## src/rtl/ldsm_pkg.sv

```systemverilog
package ldsm_pkg;

  localparam int NUM_RULES = 9;

  localparam int RB_BOTH_REQ  = 0;
  localparam int RB_REQ_BUSY  = 1;
  localparam int RB_NO_BUSY   = 2;
  localparam int RB_EARLY     = 3;
  localparam int RB_LATE      = 4;
  localparam int RB_ADDR_MOVE = 5;
  localparam int RB_WIDE      = 6;
  localparam int RB_STRAY     = 7;
  localparam int RB_ORDER     = 8;

  function automatic logic f_rise(input logic now, input logic prev);
    return now & ~prev;
  endfunction

  function automatic logic f_wide(input logic now, input logic prev);
    return now & prev;
  endfunction

  function automatic logic f_moved(input logic vld_now, input logic same_addr,
                                   input logic same_len);
    return ~vld_now | ~same_addr | ~same_len;
  endfunction

endpackage

```

## src/rtl/ldsm_history.sv

```systemverilog
module ldsm_history #(
  parameter int ADDR_W = 48,
  parameter int LEN_W  = 4
) (
  input  logic              clk_i,
  input  logic              rst_ni,
  input  logic              ld_req_i,
  input  logic              st_req_i,
  input  logic [LEN_W-1:0]  len_i,
  input  logic              addr_vld_i,
  input  logic [ADDR_W-1:0] addr_i,
  input  logic              busy_i,
  input  logic              addr_ack_i,
  input  logic              addr_exc_i,
  input  logic              ld_vld_i,
  input  logic              st_vld_i,
  output logic              busy_q,
  output logic              req_q,
  output logic              ack_q,
  output logic              exc_q,
  output logic              ldv_q,
  output logic              stv_q,
  output logic              av_q,
  output logic [ADDR_W-1:0] addr_q,
  output logic [LEN_W-1:0]  len_q,
  output logic              op_ld_q,
  output logic              acked_q
);

  always_ff @(posedge clk_i or negedge rst_ni) begin
    if (!rst_ni) begin
      busy_q  <= 1'b0;
      req_q   <= 1'b0;
      ack_q   <= 1'b0;
      exc_q   <= 1'b0;
      ldv_q   <= 1'b0;
      stv_q   <= 1'b0;
      av_q    <= 1'b0;
      addr_q  <= '0;
      len_q   <= '0;
      op_ld_q <= 1'b0;
      acked_q <= 1'b0;
    end else begin
      busy_q <= busy_i;
      req_q  <= ld_req_i | st_req_i;
      ack_q  <= addr_ack_i;
      exc_q  <= addr_exc_i;
      ldv_q  <= ld_vld_i;
      stv_q  <= st_vld_i;
      av_q   <= addr_vld_i & busy_i;
      addr_q <= addr_i;
      len_q  <= len_i;
      if (busy_i && !busy_q) op_ld_q <= ld_req_i;
      if (!busy_i) acked_q <= 1'b0;
      else if (addr_ack_i) acked_q <= 1'b1;
    end
  end

endmodule

```

## src/rtl/ldsm_rules.sv

```systemverilog
module ldsm_rules
  import ldsm_pkg::*;
#(
  parameter int ADDR_W = 48,
  parameter int LEN_W  = 4
) (
  input  logic                 ld_req_i,
  input  logic                 st_req_i,
  input  logic [LEN_W-1:0]     len_i,
  input  logic                 addr_vld_i,
  input  logic [ADDR_W-1:0]    addr_i,
  input  logic                 busy_i,
  input  logic                 addr_ack_i,
  input  logic                 addr_exc_i,
  input  logic                 ld_vld_i,
  input  logic                 st_vld_i,
  input  logic                 busy_q,
  input  logic                 req_q,
  input  logic                 ack_q,
  input  logic                 exc_q,
  input  logic                 ldv_q,
  input  logic                 stv_q,
  input  logic                 av_q,
  input  logic [ADDR_W-1:0]    addr_q,
  input  logic [LEN_W-1:0]     len_q,
  input  logic                 op_ld_q,
  input  logic                 acked_q,
  output logic [NUM_RULES-1:0] hit_o
);

  logic req_start;
  logic done_evt;
  logic same_addr;
  logic same_len;
  logic stray;

  always_comb begin
    req_start = f_rise(ld_req_i | st_req_i, req_q);
    done_evt  = addr_exc_i | ld_vld_i | stv_q;
    same_addr = (addr_i == addr_q);
    same_len  = (len_i == len_q);
    stray     = (addr_ack_i & addr_exc_i)
              | (addr_ack_i & ~busy_i)
              | (st_vld_i & ~busy_i)
              | (addr_exc_i & ~busy_q)
              | (ld_vld_i & ~busy_q)
              | (ld_vld_i & busy_q & ~op_ld_q)
              | (st_vld_i & busy_i & op_ld_q);

    hit_o               = '0;
    hit_o[RB_BOTH_REQ]  = ld_req_i & st_req_i;
    hit_o[RB_REQ_BUSY]  = req_start & busy_q;
    hit_o[RB_NO_BUSY]   = req_start & ~busy_i;
    hit_o[RB_EARLY]     = busy_q & ~busy_i & ~done_evt;
    hit_o[RB_LATE]      = busy_i & done_evt;
    hit_o[RB_ADDR_MOVE] = busy_i & busy_q & av_q &
                          f_moved(addr_vld_i, same_addr, same_len);
    hit_o[RB_WIDE]      = f_wide(addr_ack_i, ack_q) | f_wide(addr_exc_i, exc_q)
                        | f_wide(ld_vld_i, ldv_q)   | f_wide(st_vld_i, stv_q);
    hit_o[RB_STRAY]     = stray;
    hit_o[RB_ORDER]     = st_vld_i & ~acked_q;
  end

endmodule

```

## src/rtl/ldsm_sticky.sv

```systemverilog
module ldsm_sticky #(
  parameter int N = 9
) (
  input  logic         clk_i,
  input  logic         rst_ni,
  input  logic         clr_i,
  input  logic [N-1:0] hit_i,
  output logic [N-1:0] err_q
);

  for (genvar g = 0; g < N; g++) begin : g_bit
    always_ff @(posedge clk_i or negedge rst_ni) begin
      if (!rst_ni) err_q[g] <= 1'b0;
      else         err_q[g] <= (err_q[g] & ~clr_i) | hit_i[g];
    end
  end

endmodule

```

## src/rtl/ldst_port_monitor.sv

```systemverilog
module ldst_port_monitor
  import ldsm_pkg::*;
#(
  parameter int ADDR_W = 48,
  parameter int LEN_W  = 4
) (
  input  logic                 clk_i,
  input  logic                 rst_ni,
  input  logic                 clr_i,
  input  logic                 ld_req_i,
  input  logic                 st_req_i,
  input  logic [LEN_W-1:0]     len_i,
  input  logic                 addr_vld_i,
  input  logic [ADDR_W-1:0]    addr_i,
  input  logic                 busy_i,
  input  logic                 addr_ack_i,
  input  logic                 addr_exc_i,
  input  logic                 ld_vld_i,
  input  logic                 st_vld_i,
  output logic                 err_o,
  output logic [NUM_RULES-1:0] err_code_o
);

  logic              busy_q, req_q, ack_q, exc_q, ldv_q, stv_q, av_q;
  logic [ADDR_W-1:0] addr_q;
  logic [LEN_W-1:0]  len_q;
  logic              op_ld_q, acked_q;
  logic [NUM_RULES-1:0] hit_vec;

  ldsm_history #(.ADDR_W(ADDR_W), .LEN_W(LEN_W)) u_hist (
    .clk_i(clk_i), .rst_ni(rst_ni),
    .ld_req_i(ld_req_i), .st_req_i(st_req_i), .len_i(len_i),
    .addr_vld_i(addr_vld_i), .addr_i(addr_i), .busy_i(busy_i),
    .addr_ack_i(addr_ack_i), .addr_exc_i(addr_exc_i),
    .ld_vld_i(ld_vld_i), .st_vld_i(st_vld_i),
    .busy_q(busy_q), .req_q(req_q), .ack_q(ack_q), .exc_q(exc_q),
    .ldv_q(ldv_q), .stv_q(stv_q), .av_q(av_q), .addr_q(addr_q),
    .len_q(len_q), .op_ld_q(op_ld_q), .acked_q(acked_q)
  );

  ldsm_rules #(.ADDR_W(ADDR_W), .LEN_W(LEN_W)) u_rules (
    .ld_req_i(ld_req_i), .st_req_i(st_req_i), .len_i(len_i),
    .addr_vld_i(addr_vld_i), .addr_i(addr_i), .busy_i(busy_i),
    .addr_ack_i(addr_ack_i), .addr_exc_i(addr_exc_i),
    .ld_vld_i(ld_vld_i), .st_vld_i(st_vld_i),
    .busy_q(busy_q), .req_q(req_q), .ack_q(ack_q), .exc_q(exc_q),
    .ldv_q(ldv_q), .stv_q(stv_q), .av_q(av_q), .addr_q(addr_q),
    .len_q(len_q), .op_ld_q(op_ld_q), .acked_q(acked_q),
    .hit_o(hit_vec)
  );

  ldsm_sticky #(.N(NUM_RULES)) u_sticky (
    .clk_i(clk_i), .rst_ni(rst_ni), .clr_i(clr_i),
    .hit_i(hit_vec), .err_q(err_code_o)
  );

  assign err_o = |err_code_o;

endmodule

```

## config.mk

```make
export PLATFORM = sky130hd
export DESIGN_NAME = ldst_port_monitor
export DESIGN_NICKNAME = d
export VERILOG_FILES = /design/src/rtl/ldsm_pkg.sv /design/src/rtl/ldsm_history.sv /design/src/rtl/ldsm_rules.sv /design/src/rtl/ldsm_sticky.sv /design/src/rtl/ldst_port_monitor.sv
export SDC_FILE = /design/constraint.sdc
export NUM_CORES = 1
export LEC_CHECK = 0
export ABC_CLOCK_PERIOD_IN_PS = 1700
export BUFFER_PORTS_ARGS = -buffer_cell sky130_fd_sc_hd__buf_2
export CELL_PAD_IN_SITES_DETAIL_PLACEMENT = 1
export CELL_PAD_IN_SITES_GLOBAL_PLACEMENT = 1
export CORE_ASPECT_RATIO = 2
export CORE_MARGIN = 2
export CORE_UTILIZATION = 36
export CTS_CLUSTER_DIAMETER = 100
export DETAILED_ROUTE_END_ITERATION = 10
export PLACE_DENSITY = 0.72
export SLEW_MARGIN = 25
export SYNTH_ARGS = -nofsm -noshare
export SYNTH_HDL_FRONTEND = slang
export SYNTH_SLANG_ARGS = --single-unit
export TNS_END_PERCENT = 10
```

## constraint.sdc

```tcl
create_clock -name clk_i -period 1.7 [get_ports clk_i]
set_clock_uncertainty 0.15 [all_clocks]
set_input_delay 0.34 -clock clk_i [delete_from_list [all_inputs] [get_ports clk_i]]
set_output_delay 0.34 -clock clk_i [all_outputs]
set_load 0.01 [all_outputs]
```

* Yosys cells after proc, flatten, opt, wreduce, memory -nomap -nowiden
Cells that the tools add are included.
Word-level totals: register bits 70, input port bits 63, output and inout port bits 10, logic and storage cells 95
Cells by class: equal/unequal tests 3, mux-type cells 2, bitwise operators 67, reductions and logical operators 3
Operators with widths (count):
- $eq A48 B48 Y1 | 1
- $and A1 B1 Y1 | 34
- $or A1 B1 Y1 | 23
- $not A1 Y1 | 10
- $reduce_or A9 Y1 | 1
- $eq A4 B4 Y1 | 1
- $mux W1 | 2
- $ne A2 B1 Y1 const B | 1
- $logic_and A1 B1 Y1 | 1
- $logic_not A1 Y1 | 1

* Longest topological paths before layout
Gate-level depths: netlist (run 1).
word-level depth 9, mapped depth 5, depth with buffers taken out 5

* Modules after synthesis
From an unflattened synthesis (run 1), not the netlist that was laid out.
Unflattened totals: cell total of the unflattened synthesis 190, area total of the unflattened synthesis 2606.2 um^2
By module, submodules not included:
- ldsm_history | times used 1, cells an instance 66, area each 1567.8 um^2, seq. area each 1526.5 um^2
- ldsm_rules | times used 1, cells an instance 101, area each 721.9 um^2, seq. area each 0.0 um^2
- ldsm_sticky | times used 1, cells an instance 19, area each 296.5 um^2, seq. area each 225.2 um^2
- ldst_port_monitor | times used 1, cells an instance 4, area each 20.0 um^2, seq. area each 0.0 um^2

* Worst setup path after synthesis (run 1)
Ideal clock, no wire load.
path type reg2reg, start point register u_hist.addr_q[31], end point register u_sticky.err_q[5], library setup time 131 ps, arrival 1311 ps, data required time 1419 ps, slack 108 ps, cell stages (with the launch flop) 6, path buffers 0, period minus slack after synthesis 1592 ps, cell sequence dfrtp_1 -> xor2_1 -> a221o_1 -> a2111oi_2 -> and3_1 -> a31oi_1
On the way: word-level cells in the longest chain between the ends 6
RTL lines:
- start, declared | RTL line ldsm_history.sv:24 | output logic [ADDR_W-1:0] addr_q,
- start signal, assigned | RTL line ldsm_history.sv:51 | addr_q <= addr_i;
- $eq A48 B48 Y1 | RTL line ldsm_rules.sv:40 | same_addr = (addr_i == addr_q);
- $not A1 Y1 | RTL line ldsm_pkg.sv:25 | return ~vld_now | ~same_addr | ~same_len;
- $or A1 B1 Y1 (2 in series) | RTL line ldsm_pkg.sv:25
- $and A1 B1 Y1 | RTL line ldsm_rules.sv:56 | hit_o[RB_ADDR_MOVE] = busy_i & busy_q & av_q &
- $or A1 B1 Y1 | RTL line ldsm_sticky.sv:14 | else err_q[g] <= (err_q[g] & ~clr_i) | hit_i[g];
- end signal, assigned by index | RTL line ldsm_sticky.sv:14
- end, declared | RTL line ldsm_sticky.sv:8 | output logic [N-1:0] err_q
No other way between the ends. A chain may end at the register's enable or synchronous reset.

* Worst setup path in the final report (run 1)
start point register u_sticky.err_q[2], end point output port err_o
On the way: word-level cells in the longest chain between the ends 1
RTL lines:
- $reduce_or A9 Y1 | RTL line ldst_port_monitor.sv:57 | assign err_o = |err_code_o;
- end, declared | RTL line ldst_port_monitor.sv:20 | output logic err_o,
No other way between the ends.

==> results of run 1 <==
==> kinds of logic after synthesis <==
kind of cell / synth area share [%]
flops: 67.57
xor+xnor: 11.82
mux: 0.3861
buf+inv: 3.620
compound gates: 10.33
simple gates: 6.274
==> flip-flops by register name, indices dropped and copies added (netlist names) <==
name / count
u_hist.acked_q: 1
u_hist.ack_q: 1
u_hist.av_q: 1
u_hist.req_q: 1
u_hist.busy_q: 1
u_hist.op_ld_q: 1
u_hist.ldv_q: 1
u_hist.len_q: 4
u_hist.stv_q: 1
u_hist.addr_q: 48
u_sticky.err_q: 9
u_hist.exc_q: 1
==> worst min path at each step <==
stage / from / to / slack, ps / cells after the start
after floorplan: rst_ni / u_hist.ack_q / -110 / 0
after global placement: rst_ni / u_hist.addr_q[11] / 240 / 2
after detailed placement: rst_ni / u_hist.addr_q[31] / 250 / 2
after CTS: addr_i[19] / u_hist.addr_q[19] / 3 / 1
after global routing: addr_i[19] / u_hist.addr_q[19] / 5 / 1
final: addr_i[19] / u_hist.addr_q[19] / 10 / 1
==> area by class of cell <==
class / count / area, um2 / area share [%]
clock buffer: 14 / 284.0 / 7.134
clock inverter: 2 / 37.54 / 0.9428
inverter: 24 / 90.09 / 2.263
multi-input combinational: 98 / 789.5 / 19.83
sequential: 70 / 1752 / 44.00
tap: 90 / 112.6 / 2.828
timing repair buffer: 128 / 915.9 / 23.00
==> placed cells by master (no fill, tap or decap), drive strengths merged, types with 2 or more instances in the layout <==
cell type	synthesis	layout
nor3	2	2
xor2	30	30
a221oi	4	4
o22ai	5	5
o2bb2ai	4	4
nand2	4	4
nor2b	2	2
inv	24	24
xnor2	5	5
nor2	3	3
nor4	10	10
o32ai	3	3
clkbuf	1	14
a22o	4	4
dfrtp	70	70
nand4	3	3
dlygate4sd3	0	49
buf	0	79
o21ai	2	2
a31oi	2	2
==> per-layer routing <==
layer	routed length, um	vias to the layer above	GRT usage, %
met1	2281	1008	18.70
met4	199	0	10.19
met3	257	17	4.426
li1	-	943	-
met2	3800	54	34.31
met5	0	-	0
==> metrics by stage <==
step | setup slack (ps) | std cells | hold WS [ps] | total power (W) | utilization (%)
2_1_floorplan | 107.8 | 193 | -105.6 | 0.001970 | -
3_3_place_gp | -299.5 | 359 | 239.8 | 0.002165 | 44.84
3_5_place_dp | -252.6 | 359 | 246.2 | 0.002177 | 44.84
4_1_cts | -55.73 | 425 | 2.742 | 0.004252 | 57.04
5_1_grt | -101.2 | 426 | 5.397 | 0.004390 | 57.36
6_report | -21.18 | 426 | 12.73 | 0.004205 | 57.36
==> power by group through the flow <==
stage / Combinational (W) / Clock, W / Sequential (W)
floorplan: 0.000137 / 0 / 0.00183
global placement: 0.000331 / 0 / 0.00183
detailed placement: 0.000339 / 0 / 0.00184
CTS: 0.000441 / 0.00200 / 0.00181
global route: 0.000495 / 0.00208 / 0.00182
finish: 0.000442 / 0.00195 / 0.00181
==> what timing repair did <==
action / 4_1_cts / 5_1_grt
resized for setup: 4 / 2
setup endpoints to repair: 2 / 2
endpoints found under the hold margin: 117 / 1
pin swaps: 6 / 0
buffers inserted: 2 / 0
hold buffers: 48 / 1
gates cloned: 0 / 0
==> critical path, cell delays in order, from the launching register on <==
cell,delay [ps]
dfrtp_1,400
nor4_2,270
nand3_1,90
buf_2,150
==> impl_results.md, run 1 <==
* Setup crit end kind: output port
* DR DRC count at 0
* Clk buf depth at 2
* Fin crit period at ~1700 ps
* Synth top area cells: dfrtp_1 (68%), xor2_1 (10%), inv_1 (3.5%)
* Failing checks: setup timing
* Fmax at around 0.58 GHz
* Vias/cell at roughly 4.7
* Crit start category: flip-flop
* Starting Density at 37.35%
* Hold Path Class: input pin to flip-flop
* P_leak at 1.868 nW
* Avg Cell Area, Syn at roughly 13 um2
* Number of global-route vias before repair at 2304
* CTS Buf Count at 9
* Number of core rows at 43
* Placement Cell Area at 0.003112 mm2
* Cells after Synth at 193
* Die width at ~64 um
* Max IR drop VDD at ~0.64 mV
* Vias at 2022
* P_sw at roughly 0.0009 W
* Worst R2R Setup Slack at -10 ps
* Synth top cells by count: dfrtp_1 (70), xor2_1 (30), inv_1 (24)
* Synthesized area at 0.002592 mm2
* # fillers at 740
* Detailed Place HPWL at slightly above 4 mm
* Unrepaired setup endpoints after global routing: true
* Critical Path RT at approximately 1200 ps
* Final setup margin at -21.18 ps
* Largest net degree at the start of global routing at between 70 and 80
* CTS Root Buffer Type: clkbuf_16
* R2r worst-path depth at 5
* Skew-Pair Late Insertion Delay at 330 ps
* CTS tree: yes
* Fin crit share at 101.2%
* Share of flip-flops with an asynchronous set or reset at 100.0%
* Fin nets at a little under 400
* Overall Global Routing Usage at approximately 19%
* ANT nets after route at 0
* CP arrival at 1230 ps
* Global-route wire length before repair at between 10 and 15 mm
* Main synth FF type: dfrtp_1
* Switching part of the total at between 20 and 25%
* H-Tree Depth at 3
* Slew Viols, Final at 0
* Routed WL at around 6.5 mm
* Clock transition at path regs at 50 ps
* # Max-Cap Violations at 0
* IO Pins at 73
* EDFF count, synth at 0
* Port Buffers at 72
* Setup crit end: err_o
* Final Hold Viols at 0
* Critical Path Start: u_sticky.err_q[2]
* Post-synth top area cell: dfrtp_1
* Initial DRC count at approximately 70
* Slew Limit Headroom at 74.49%
* Total core area at ~0.007 mm2
* Share of cells above drive strength 1 at between 30 and 40%
* Yosys cell types at 33
* Top-area cell type share of the netlist area at between 60 and 70%
* Die Y at approximately 120 um
* CTS Sinks at 70
* Die Footprint at roughly 0.008 mm2
* Crit path kind: flip-flop to output port
* Sequential power share at 43.0%
* Reg-to-Reg Start: u_hist.addr_q[31]
* Antenna violations before repair at 0
* Routability congestion estimate at approximately 0.7
* Endpoints failing setup at 2
* Sequential-to-total area share from yosys stat at a little under 70%
* Clock share of power at 46.5%
* Area grow syn2layout at 53.57%
* Reg2reg end: u_sticky.err_q[5]
* Final instance area at around 0.004 mm2
* Diode count at 0
* Setup TNS at -32.06 ps
* Router iterations before antenna repair at 6
* Yosys reg bits at 70
* Critical path peak fanout at 2
* Drt wl/cell at between 15 and 20 um
* Status: finished, violations left
* Design internal power at about 0.0033 W
* Power Dens Cells at about 1100 mW/mm2
* Worst-Margin Slew at 382.6 ps
* Yosys warning total at 0
* Mapped Nets at roughly 260
* Count leader, synth: dfrtp_1
* Grt total ovfl at 0
* Combinational share of power at 10.5%
Note: power is estimated with default switching activity, not from simulation.
==> run 2: changes to the inputs <==
--- a/config.mk
+++ b/config.mk
@@ -5,16 +5,17 @@
 export SDC_FILE = /design/constraint.sdc
 export NUM_CORES = 1
 export LEC_CHECK = 0
-export ABC_CLOCK_PERIOD_IN_PS = 1700
+export ABC_CLOCK_PERIOD_IN_PS = 1900
 export BUFFER_PORTS_ARGS = -buffer_cell sky130_fd_sc_hd__buf_2
 export CELL_PAD_IN_SITES_DETAIL_PLACEMENT = 1
 export CELL_PAD_IN_SITES_GLOBAL_PLACEMENT = 1
 export CORE_ASPECT_RATIO = 2
 export CORE_MARGIN = 2
-export CORE_UTILIZATION = 36
+export CORE_UTILIZATION = 40
 export CTS_CLUSTER_DIAMETER = 100
 export DETAILED_ROUTE_END_ITERATION = 10
-export PLACE_DENSITY = 0.72
+export GPL_TIMING_DRIVEN = 0
+export PLACE_DENSITY = 0.75
 export SLEW_MARGIN = 25
 export SYNTH_ARGS = -nofsm -noshare
 export SYNTH_HDL_FRONTEND = slang
==> constraint.sdc (replaced) <==
create_clock -name clk_i -period 1.9 [get_ports clk_i]
set_clock_uncertainty 0.15 [all_clocks]
set_input_delay 0.19 -clock clk_i [delete_from_list [all_inputs] [get_ports clk_i]]
set_output_delay 0.19 -clock clk_i [all_outputs]
set_load 0.01 [all_outputs]
==> impl_results.md, run 2 (synthesized netlist as in run 1, its figures left out) <==
* Worst-Margin Slew at 418.0 ps
* Crit start category: input pin
* Reg area at around 0.0018 mm2
* DR DRC count at 0
* Slew Limit Headroom at 72.13%
* Vias at 2043
* Crit-path cells: dlygate4sd3_1, buf_2, xor2_1, nor4_1, nand4_1, nor3_2, a31oi_1
* # fillers at between 600 and 700
* Power Dens Cells at between 900 and 1000 mW/mm2
* Vias/cell at about 4.7
* Setup Buffers After CTS at 0
* Post-route insts no fill at about 430
* Skew-Pair Late Insertion Delay at approximately 330 ps
* Share of cells above drive strength 1 at 26.96%
* Largest register FFs at between 40 and 50
* Final Hold Viols at 0
* Fin crit period at 1795 ps
* Die Footprint at between 0.007 and 0.008 mm2
* Commonest non-fill, non-tap cell in the layout: buf_2
* CP max-delay cell: dlygate4sd3_1
* Max IR drop VDD at about 0.71 mV
* H-Tree Depth at 3
* Critical Path Start: addr_i[42]
* Drt wl/cell at roughly 17 um
* Critical path peak fanout at 2
* Total power at approximately 0.0037 W
* CTS Buf Count at 9
* Port Buffers at roughly 70
* Critical Path RT at about 2000 ps
* Antenna violations before repair at 1
* Routed WL at 7.359 mm
* Overall Global Routing Usage at 23.22%
* Detailed Place HPWL at between 4 and 5 mm
* Starting Density at about two fifths
* CP arrival at around 1900 ps
* IO Pins at between 70 and 80
* Buf+Inv Stages, Crit Path at 2
* Largest regs: u_hist.addr_q (48), u_sticky.err_q (9), u_hist.len_q (4)
* Most frequent cells in the layout: buf_2 (71), dfrtp_1 (70), dlygate4sd3_1 (63)
* Crit path kind: input pin to flip-flop
* Die width at just over 60 um
* Slew Viols, Final at 0
* CTS Root Buffer Type: clkbuf_16
* CTS tree: yes
* Status: finished, final reports clean
* Fin crit share at about 94%
* Crit path max-delay family: simple AND/OR/NAND/NOR gates
* Die Y at 117.9 um
* Initial DRC count at 58
* Max incr delay on CP at roughly 550 ps
* Global-route wire length before repair at 11.94 mm
* Clk buf depth at 2
* Grt total ovfl at 0
* P_leak at 1.897 nW
* Largest net degree at the start of global routing at 41
* Routability congestion estimate at 0.7602
* Reg-to-Reg Start: u_hist.addr_q[11]
* Fmax at between 0.5 and 0.6 GHz
* Fin nets at 403
* # Max-Cap Violations at 0
* Final instance area at 0.004048 mm2
* Clock transition at path regs at around 60 ps
* Hold Path Class: input pin to async pin
* Setup crit end kind: flip-flop
* Number of global-route vias before repair at ~2500
* Placement Cell Area at 0.003083 mm2
* Largest Register: u_hist.addr_q
* Endpoints failing setup at 0
* Router iterations before antenna repair at 4
* CTS Sinks at 70
* Placed Cells at around 350
* Total core area at about 0.0063 mm2
* Multi-input gate area at a little under 800 um2
* Area grow syn2layout at 56.13%
* ANT nets after route at 0
* Number of core rows at 41
[run 2: timing repair]
action                                  4_1_cts  5_1_grt
endpoints found under the setup margin        0        1
hold buffers                                 63        0
resized for setup                             0        4
hold endpoints to repair                     96        0
[run 2: report_power, final]
| part | leakage [nW] | switching [W] | internal [W] |
|---|---|---|---|
| logic | 0.925 | 0.000192 | 0.000224 |
| clock network | 0.152 | 0.000595 | 0.00108 |
| registers | 0.820 | 0.0000465 | 0.00157 |
| total | 1.90 | 0.000833 | 0.00288 |
[run 2: final cells by class]
cell class	instances	share of cell area (%)
Antenna cell	1	0.06182
Clock buffer	12	6.337
Timing Repair Buffer	136	25.04
Tap cell	86	2.658
Inverter	24	2.226
Multi-Input combinational cell	98	19.20
Sequential cell	70	43.28
Clock inverter	4	1.113
Buffer	1	0.09274
[run 2: final timing paths]
| path | to | slack, ps | depth (start not counted) |
|---|---|---|---|
| max in group asynchronous | u_hist.busy_q | 850 | 3 |
| min reg2reg | u_sticky.err_q[1] | 340 | 1 |
| max | u_sticky.err_q[5] | 100 | 7 |
| min | u_hist.len_q[0] | 200 | 2 |
| min in group clk_i | u_sticky.err_q[1] | 340 | 1 |
| max reg2reg | u_sticky.err_q[5] | 180 | 5 |
[run 2: through the flow]
stage                     util, %  hold slack (ps)  setup TNS [ps]  setup WS (ps)
after floorplan                 -           -255.6               0          307.8
after global placement      48.50            163.1               0          126.2
after detailed placement    48.86           -7.979               0          77.44
after CTS                   63.63            178.6               0          7.822
after global routing        64.15            236.3          -4.118         -4.118
final                       64.15            202.0               0          104.5
[run 2: per-layer routing]
metal  up-vias  share of wire, %  global-route usage (%)
met1      1002                34                   22.94
met3        20               3.6                   6.703
met2        57                60                   41.80
li1        964                 -                       -
met5         -                 0                       0
met4         0               2.7                   10.33
[run 2: worst register-to-register path: cells and delay by family, from the launching register on]
kind	cells	cell delay, ps
AO/OA/AOI/OAI	1	100
XOR/XNOR	1	170
flip-flops	1	390
AND/OR/NAND/NOR	3	790
==> run 3: changes to the inputs <==
--- a/config.mk
+++ b/config.mk
@@ -15,7 +15,7 @@
 export CTS_CLUSTER_DIAMETER = 100
 export DETAILED_ROUTE_END_ITERATION = 10
 export GPL_TIMING_DRIVEN = 0
-export PLACE_DENSITY = 0.75
+export PLACE_DENSITY_LB_ADDON = 0.1
 export SLEW_MARGIN = 25
 export SYNTH_ARGS = -nofsm -noshare
 export SYNTH_HDL_FRONTEND = slang
==> impl_results.md, run 3 (synthesized netlist as in run 1, its figures left out) <==
* Vias/cell at approximately 4.8
* Most frequent cells in the layout: buf_2 (71), dfrtp_1 (70), dlygate4sd3_1 (63)
* # Max-Cap Violations at 0
* Commonest non-fill, non-tap cell in the layout: buf_2
* Router iterations before antenna repair at 4
* Clock transition at path regs at approximately 50 ps
* ANT nets after route at 0
* CTS Root Buffer Type: clkbuf_16
* Slew Limit Headroom at between 70% and 80%
* Die Y at around 120 um
* Design internal power at ~0.0027 W
* Skew-Pair Late Insertion Delay at 330 ps
* P_sw at between 0.0008 and 0.0009 W
* Critical Path RT at a little under 2000 ps
* Multi-input gate area at a little under 800 um2
* # fillers at 669
* Overall Global Routing Usage at approximately a fifth
* Max incr delay on CP at between 500 and 600 ps
* Power Dens Cells at around 880 mW/mm2
* Grt total ovfl at 0
* Fin nets at about 400
* CP max-delay cell: dlygate4sd3_1
* Combinational share of power at a little under an eighth
* Worst-Margin Slew at about 410 ps
* Crit start category: input pin
* Fmax at roughly 0.56 GHz
* Starting Density at around two fifths
* Hold Path Class: input pin to async pin
* Routability congestion estimate at roughly 0.7
* CTS Buf Count at 9
* CTS Sinks at 70
* Global-route wire length before repair at 10.94 mm
* Largest net degree at the start of global routing at 53
* Number of global-route vias before repair at roughly 2400
* Fin crit share at about 94%
* P_leak at between 1.5 and 2 nW
* Unrepaired setup endpoints after global routing: false
* DR DRC count at 0
* Crit-path cells: dlygate4sd3_1, buf_2, xor2_1, a221o_1, a2111oi_4, and3_4, a31oi_1
* Fin crit period at between 1500 and 2000 ps
* Reg area at between 0.0015 and 0.002 mm2
* CP arrival at 1830 ps
* Slew Viols, Final at 0
* Critical path peak fanout at 2
* Routed WL at 6.715 mm
* Setup crit end kind: flip-flop
* Detailed Place HPWL at around 4.2 mm
* IO Pins at between 70 and 80
* Status: finished, final reports clean
* Largest Register: u_hist.addr_q
* Endpoints failing setup at 0
* Diode count at 0
* Final Hold Viols at 0
* Largest register FFs at 48
* Final instance area at 0.004025 mm2
* Setup TNS at 0 ps
* Clk buf depth at 2
* Die Footprint at approximately 0.0072 mm2
* Number of core rows at ~40
* Share of cells above drive strength 1 at roughly a quarter
* Clock share of power at between 40% and 50%
* Crit path kind: input pin to flip-flop
* Switching part of the total at between 20% and 30%
* Placement Cell Area at approximately 0.0031 mm2
* H-Tree Depth at 3
* CTS tree: yes
* Vias at approximately 2100
* Port Buffers at 72
* Largest regs: u_hist.addr_q (48), u_sticky.err_q (9), u_hist.len_q (4)
* Antenna violations before repair at 0
* Area grow syn2layout at 55.26%
* Initial DRC count at between 40 and 50
* Drt wl/cell at ~16 um
* Die width at about 60 um
* Total core area at about 0.0063 mm2
* Sequential power share at 45.4%
* Max IR drop VDD at ~0.69 mV
## run 3: cell types whose count changed in the layout (fill, tap and decap cells not counted), sizes merged
cell,before,now
bufinv,1,0
clkinv,3,1
diode,1,0
clkbuf,13,15
## run 3: path summary, 6_finish.rpt
| path | cells past startpoint | end | from | slack [ps] |
|---|---|---|---|---|
| worst max-delay path | 7 | u_sticky.err_q[5] | addr_i[31] | 120 |
| worst min-delay path | 2 | u_hist.len_q[1] | rst_ni | 140 |
| worst max register to register | 5 | u_sticky.err_q[5] | u_hist.addr_q[31] | 270 |
| worst min register to register | 1 | u_hist.acked_q | u_hist.acked_q | 330 |
| max in group asynchronous | 3 | u_sticky.err_q[7] | rst_ni | 940 |
| min in group clk_i | 1 | u_hist.acked_q | u_hist.acked_q | 330 |
## run 3: metrics by stage
| stage | setup WS (ps) | util [%] | cells | hold WS, ps | power [W] |
|---|---|---|---|---|---|
| floorplan | 307.8 | - | 193 | -255.6 | 0.001763 |
| global placement | 105.6 | 48.50 | 351 | 161.7 | 0.001927 |
| detailed placement | 142.4 | 48.98 | 352 | -58.29 | 0.001944 |
| CTS | 14.45 | 63.24 | 430 | 142.3 | 0.003587 |
| global route | 19.48 | 63.79 | 430 | 160.6 | 0.003704 |
| finish | 122.4 | 63.79 | 430 | 136.8 | 0.003561 |
## run 3: area by class of cell
cell class | count | area share (%)
tap | 86 | 2.673
timing repair buffer | 136 | 25.37
sequential | 70 | 43.52
multi-input combinational | 98 | 19.43
inverter | 24 | 2.238
clock buffer | 14 | 6.559
buffer | 1 | 0.09325
clock inverter | 1 | 0.1243
## run 3: routing by layer
metal / up-vias / global-route usage (%) / share of wire (%)
met5: - / 0 / 0
met1: 1016 / 20.81 / 35
met2: 60 / 38.71 / 59
met4: 0 / 9.511 / 3.3
met3: 17 / 5.165 / 3.5
li1: 964 / - / -
## run 3: critical path: cells and delay by family
| kind | cells | cell delay (ps) |
|---|---|---|
| AOI/OAI and AO/OA | 3 | 580 |
| xor gates and xnor gates | 1 | 150 |
| buffers and inverters | 2 | 680 |
| and+or+nand+nor | 1 | 230 |
## run 3: repair_timing
item,in CTS,in global routing
resized for setup,0,5
hold endpoints to repair,136,0
endpoints found under the setup margin,0,1
hold buffers,63,0
setup buffers,0,0
## run 3: power by group through the flow
stage               combinational [W]  clock (W)  sequential (W)
floorplan                    0.000122          0         0.00164
global placement             0.000287          0         0.00164
detailed placement           0.000301          0         0.00164
CTS                          0.000404    0.00157         0.00162
global route                 0.000458    0.00162         0.00163
finish                       0.000413    0.00153         0.00162
